$ cat src/rtl/zbt_pkg.sv
package zbt_pkg;
  // Strobes from the control pipeline to the datapath
  typedef struct packed {
    logic valid;   // a data phase is in progress
    logic write;   // direction of that phase
    logic linear;  // burst order latched at load
    logic commit;  // write lanes update at this edge
  } ctrlStrb_t;
endpackage

$ cat src/rtl/zbt_ctrl.sv
module zbt_ctrl
  import zbt_pkg::*;
#(
  parameter int ADDR_W = 6,
  parameter int LANES  = 4
) (
  input  logic              clk,
  input  logic              rstN,
  input  logic              clkEnN,
  input  logic              loadN,
  input  logic              wrN,
  input  logic              csAN,
  input  logic              csB,
  input  logic              csCN,
  input  logic              orderLinear,
  input  logic [ADDR_W-1:0] addr,
  input  logic [LANES-1:0]  laneWrN,
  output ctrlStrb_t         strb,
  output logic [ADDR_W-1:0] phAddr,
  output logic [LANES-1:0]  phLaneEn
);
  localparam int BEAT_W = 2;

  logic [ADDR_W-1:0] baseAddr;
  logic [BEAT_W-1:0] beat;
  logic              opValid, opWrite, opLinear;
  logic              allSel;
  logic [BEAT_W-1:0] lowBits;

  assign allSel = ~csAN & csB & ~csCN;

  always_ff @(posedge clk or negedge rstN) begin
    if (!rstN) begin
      baseAddr <= '0;
      beat     <= '0;
      opValid  <= 1'b0;
      opWrite  <= 1'b0;
      opLinear <= 1'b1;
      phLaneEn <= '0;
    end else if (!clkEnN) begin
      phLaneEn <= ~laneWrN;
      if (!loadN) begin
        baseAddr <= addr;
        beat     <= '0;
        opValid  <= allSel;
        opWrite  <= allSel & ~wrN;
        opLinear <= orderLinear;
      end else begin
        beat <= beat + 1'b1;
      end
    end
  end

  always_comb begin
    if (opLinear) lowBits = baseAddr[BEAT_W-1:0] + beat;
    else          lowBits = baseAddr[BEAT_W-1:0] ^ beat;
  end

  assign phAddr      = {baseAddr[ADDR_W-1:BEAT_W], lowBits};
  assign strb.valid  = opValid;
  assign strb.write  = opWrite;
  assign strb.linear = opLinear;
  assign strb.commit = opValid & opWrite & ~clkEnN;
endmodule

$ cat src/rtl/zbt_datapath.sv
module zbt_datapath
  import zbt_pkg::*;
#(
  parameter int ADDR_W = 6,
  parameter int LANES  = 4,
  parameter int LANE_W = 9
) (
  input  logic                    clk,
  input  logic                    outEnN,
  input  ctrlStrb_t               strb,
  input  logic [ADDR_W-1:0]       phAddr,
  input  logic [LANES-1:0]        phLaneEn,
  input  logic [LANES*LANE_W-1:0] dataIn,
  output logic [LANES*LANE_W-1:0] dataOut,
  output logic                    dataDrive
);
  localparam int DATA_W = LANES * LANE_W;
  localparam int DEPTH  = 1 << ADDR_W;

  logic [DATA_W-1:0] mem [DEPTH];
  logic [DATA_W-1:0] wrMask;

  for (genvar g = 0; g < LANES; g++) begin : gLane
    assign wrMask[g*LANE_W +: LANE_W] = {LANE_W{phLaneEn[g]}};
  end

  always_ff @(posedge clk) begin
    if (strb.commit)
      mem[phAddr] <= (mem[phAddr] & ~wrMask) | (dataIn & wrMask);
  end

  assign dataOut   = mem[phAddr];
  assign dataDrive = strb.valid & ~strb.write & ~outEnN;
endmodule

$ cat src/rtl/zbt_sram_core.sv
module zbt_sram_core
  import zbt_pkg::*;
#(
  parameter int ADDR_W = 6,
  parameter int LANES  = 4,
  parameter int LANE_W = 9
) (
  input  logic                    clk,
  input  logic                    rstN,
  input  logic                    clkEnN,
  input  logic                    loadN,
  input  logic                    wrN,
  input  logic                    csAN,
  input  logic                    csB,
  input  logic                    csCN,
  input  logic                    orderLinear,
  input  logic [ADDR_W-1:0]       addr,
  input  logic [LANES-1:0]        laneWrN,
  input  logic                    outEnN,
  input  logic [LANES*LANE_W-1:0] dataIn,
  output logic [LANES*LANE_W-1:0] dataOut,
  output logic                    dataDrive
);
  ctrlStrb_t         strb;
  logic [ADDR_W-1:0] phAddr;
  logic [LANES-1:0]  phLaneEn;

  zbt_ctrl #(.ADDR_W(ADDR_W), .LANES(LANES)) ctrl_i (
    .clk(clk), .rstN(rstN), .clkEnN(clkEnN), .loadN(loadN), .wrN(wrN),
    .csAN(csAN), .csB(csB), .csCN(csCN), .orderLinear(orderLinear),
    .addr(addr), .laneWrN(laneWrN), .strb(strb), .phAddr(phAddr),
    .phLaneEn(phLaneEn)
  );

  zbt_datapath #(.ADDR_W(ADDR_W), .LANES(LANES), .LANE_W(LANE_W)) dp_i (
    .clk(clk), .outEnN(outEnN), .strb(strb), .phAddr(phAddr),
    .phLaneEn(phLaneEn), .dataIn(dataIn), .dataOut(dataOut),
    .dataDrive(dataDrive)
  );
endmodule

$ cat config.mk
export PLATFORM = sky130hd
export DESIGN_NAME = zbt_sram_core
export DESIGN_NICKNAME = d
export VERILOG_FILES = /design/src/rtl/zbt_pkg.sv /design/src/rtl/zbt_ctrl.sv /design/src/rtl/zbt_datapath.sv /design/src/rtl/zbt_sram_core.sv
export SDC_FILE = /design/constraint.sdc
export NUM_CORES = 2
export LEC_CHECK = 0
export BUFFER_PORTS_ARGS = -buffer_cell sky130_fd_sc_hd__buf_2
export CELL_PAD_IN_SITES_DETAIL_PLACEMENT = 1
export CELL_PAD_IN_SITES_GLOBAL_PLACEMENT = 2
export CORE_UTILIZATION = 30
export CTS_BUF_LIST = sky130_fd_sc_hd__clkbuf_2 sky130_fd_sc_hd__clkbuf_4 sky130_fd_sc_hd__clkbuf_8
export DETAILED_ROUTE_END_ITERATION = 8
export HOLD_SLACK_MARGIN = 0.12
export PLACE_DENSITY_LB_ADDON = 0.15
export SETUP_SLACK_MARGIN = 0.4
export SYNTH_ARGS = -nofsm -noshare
export SYNTH_HDL_FRONTEND = slang
export SYNTH_SLANG_ARGS = --single-unit
$ cat constraint.sdc
create_clock -name clk -period 6.7 [get_ports clk]
set_input_delay 2.01 -clock clk [delete_from_list [all_inputs] [get_ports clk]]
set_output_delay 2.01 -clock clk [all_outputs]
set_load 0.03 [all_outputs]
==> flow_summary.yaml <==
floorplan:
  die_w_um: 560
  num_rows: 204
  start_util_pct: 30.2
  die_h_um: 560
  die-area_mm2: 0.313
  io_pins: 93
  core_mm2: 0.309
synthesis:
  synth_nets: 5328
  synthCells: 5271
  synth_top_area_share_pct: 74.1
  synth_top_area_cell: "edfxtp_1"
  synth-seq-cells: 2319
  yosysUniqueCellTypes: 73
  seq_area_frac_synth_pct: 74.6
  yosys-top-cells-area: "edfxtp_1 (74%), mux4_2 (8.4%), mux2i_1 (2.1%)"
  syn_area_per_cell_um2: 17.7
  synth_ff_type: "edfxtp_1"
  synth-edff-count: 2304
  async_reset_ff_share_pct: 0.647
  synth_area_mm2: 0.0933
  ys.warnings.count: 0
clock_network:
  numCtsBuffers: 413
  cts_tree: "yes"
  clk_pin_slew_worst_paths_ns: 0.06
  clock_path_buffers: 4
  root_buffer: "clkbuf_8"
  h-tree-depth: 5
  cts_sinks: 2319
  worstSkewPairLatency_ns: 1.03
pwr:
  vdd_drop_max_v: 0.000295
  pwr-share-clk_pct: 30.3
  p_sw_share_pct: 31.7
  finalPower_mw: 42.2
  cellLeakagePower_nw: 37.4
  power_frac_seq_pct: 41.0
  power_frac_comb_pct: 28.7
  power_switching_mw: 13.4
  power_density_mw_per_mm2: 363
  p_int_mw: 28.8
setup_path:
  r2r_setup_slack_ns: 2.13
  path_delay_family: "buffers and inverters"
  cp_slowest_stage_delay_ns: 0.67
  rr_endpoint: "dp_i.mem[27][1]"
  endpoint: "dataOut[33]"
  crit_start: "ctrl_i.beat[0]"
  r2r-start: "ctrl_i.baseAddr[5]"
  worstPathMaxFanout: 8
  crit_type: "reg2out"
  cp_slowest_cell: "nor4_4"
  critical_path_required_ns: 4.69
  critPathBufInv: 5
  path_common_cell: "buf_4"
  crit_cells: 11
  worst_setup_path_start_kind: "flip-flop"
  reg2reg_depth: 12
  crit_path_end_kind: "output port"
  cp.arrival_ns: 4.58
  cp_cell_sequence: "ha_4 -> buf_12 -> bufbuf_16 -> buf_4 -> mux4_2 -> mux2i_4 -> o22ai_2 -> nor4_4 -> buf_4 -> nand2_1 -> buf_2"
global_routing:
  grt_pass1_wl_um: 528000
  grt_max_degree: 116
  grt_pass1_vias: 59300
  track_usage_pct: 24.6
  antenna_found_initial: 27
  grt_overflow: 0
timing:
  finalHoldWorstSlack_ns: 0.565
  rsz0062_at_grt: "true"
  slew_violations: 0
  finalHoldViolCount: 0
  fin_crit_ns: 6.59
  fmax_ghz: 0.152
  slew_headroom_pct: 15.3
  fin_worst_skew_ns: 0.0736
  worst_slew_pin_slew_ns: 1.27
  finalSetupViolCount: 0
  fin_crit_sh_pct: 98.3
route:
  drc_errors: 24
  avgRoutedWirePerCell_um: 37.8
  viasPerCell: 5.62
  drt-total-wl_um: 397000
  dr.first_iter.drc_count: 6192
  num_vias: 59000
  dr.pass1.iters: 9
  ant_nets: 0
final_layout:
  synthToLayoutAreaGrowth_pct: 24.5
  drive_gt1_share_pct: 33.6
  layout.nets: 6122
  fillers: 30500
  multi_input_area_mm2: 0.0247
  seq_area_mm2: 0.0696
worst_hold_path:
  holdCritPathClass: "reg2reg"
run:
  drv_cap: 0
place:
  hpwl_um: 216000
  port_buffers: 92
  gp_congestion: 0.799
run_status:
  outcome: "complete, but fails checks"
  violations: "design-rule violations"
-- stage by stage --
step	worst slack (ns)	utilization, %	TNS (ns)	cells	area (um^2)
after CTS	0.0601	36.7	0	10400	114000
final	0.112	37.6	0	10500	116000
after global routing	0.0927	37.6	0	10500	116000
after detailed placement	-0.363	32.9	-0.638	9474	102000
after floorplan	1.34	-	0	5271	93300
after global placement	-0.347	32.9	-0.535	9474	102000
-- flip-flops by register name (all words and copies together), names as in the netlist --
name and flops:
ctrl_i.phLaneEn 4, ctrl_i.baseAddr 6, ctrl_i.opLinear 1, ctrl_i.opValid 1, ctrl_i.beat 2, ctrl_i.opWrite 1, dp_i.mem 2304
-- per-layer routing --
metal | vias to the layer above | track usage [%] | wire length [um]
li1 | 23600 | - | -
met4 | 2 | 8.06 | 14900
met5 | - | 0 | 13
met2 | 2258 | 39.6 | 186000
met3 | 598 | 3.28 | 23000
met1 | 32600 | 34.4 | 174000
-- kinds of logic (layout without fill, tap and decap cells) --
family	count (synthesis)	after routing	synth area share (%)
AND/OR/NAND/NOR	1004	1006	4.93
buffers and inverters	372	1474	1.76
XOR/XNOR	4	5	0.0778
flip-flops	2319	2319	74.6
multiplexers	609	609	11.3
other	0	4	0
AO/OA/AOI/OAI	962	962	7.37
adder cells (fa/ha/maj)	1	1	0.0134
-- power by group through the flow --
stage | clock, mW | combinational [mW] | sequential [mW]
finish | 12.8 | 12.1 | 17.3
global route | 13.6 | 12.7 | 17.3
CTS | 13.1 | 11.1 | 17.3
detailed placement | 0 | 8.89 | 17.6
global placement | 0 | 8.79 | 17.6
floorplan | 0 | 5.22 | 17.6
-- tightest hold or removal path, delay by kind of cell (launching register included) --
kind | cells | cell delay [ns]
flops | 1 | 0.37
compound gates | 2 | 0.16
-- layout by cell type (no fill, tap or decap), types with 99 or more instances in the layout --
cell      instances
a21oi_1         141
buf_4           412
clkbuf_4        141
clkbuf_8        417
clkinv_1        112
edfxtp_1       2304
mux2i_1         160
mux4_2          349
nand2_1         395
nor3_1          196
o221ai_1        136
o22ai_1          99
-- worst min-delay path by stage --
stage                             from                 end  cells after the start
CTS                     ctrl_i.opValid      ctrl_i.opValid                      2
global route            ctrl_i.opWrite      ctrl_i.opWrite                      2
floorplan           ctrl_i.baseAddr[0]  ctrl_i.baseAddr[0]                      1
global placement        ctrl_i.opValid      ctrl_i.opValid                      2
finish                  ctrl_i.opValid      ctrl_i.opValid                      2
detailed placement      ctrl_i.opValid      ctrl_i.opValid                      2
-- layout make-up --
cell class | instances | area share [%]
Clock buffer | 557 | 5.85
Tap cell | 4120 | 4.44
Inverter | 7 | 0.0334
Multi-Input combinational cell | 2583 | 21.3
Timing Repair Buffer | 741 | 7.66
Antenna cell | 4 | 0.00862
Sequential cell | 2319 | 59.9
Clock inverter | 169 | 0.791
-- Yosys cell counts, types with 8 or more instances --
master	count
a221oi_1	30
and4_1	10
buf_2	115
or3_1	13
mux2_2	60
and3_1	52
a31oi_1	77
buf_4	22
a211o_1	16
o32ai_1	16
nor2_1	167
a211oi_1	54
nand2_1	414
o221ai_1	152
buf_1	61
nor4_1	46
mux2i_1	200
nand4_1	22
o22ai_1	123
edfxtp_1	2304
o211ai_1	20
dfrtp_1	14
a22oi_1	62
nand3_1	33
a21oi_1	148
o221a_2	17
o31ai_1	26
o211a_1	11
nand2b_1	12
a2bb2oi_1	8
nor3_1	203
o21ai_0	97
a311oi_1	27
nor2b_1	8
clkbuf_1	164
mux4_2	349
-- repair_timing --
action | in CTS | in global routing
resized for setup | 304 | 250
setup buffers | 109 | 120
hold buffers | 0 | 0
pin swaps | 66 | 82
gates cloned | 52 | 15
endpoints found under the setup margin | 36 | 36
Power figures use the tool's default switching activity.
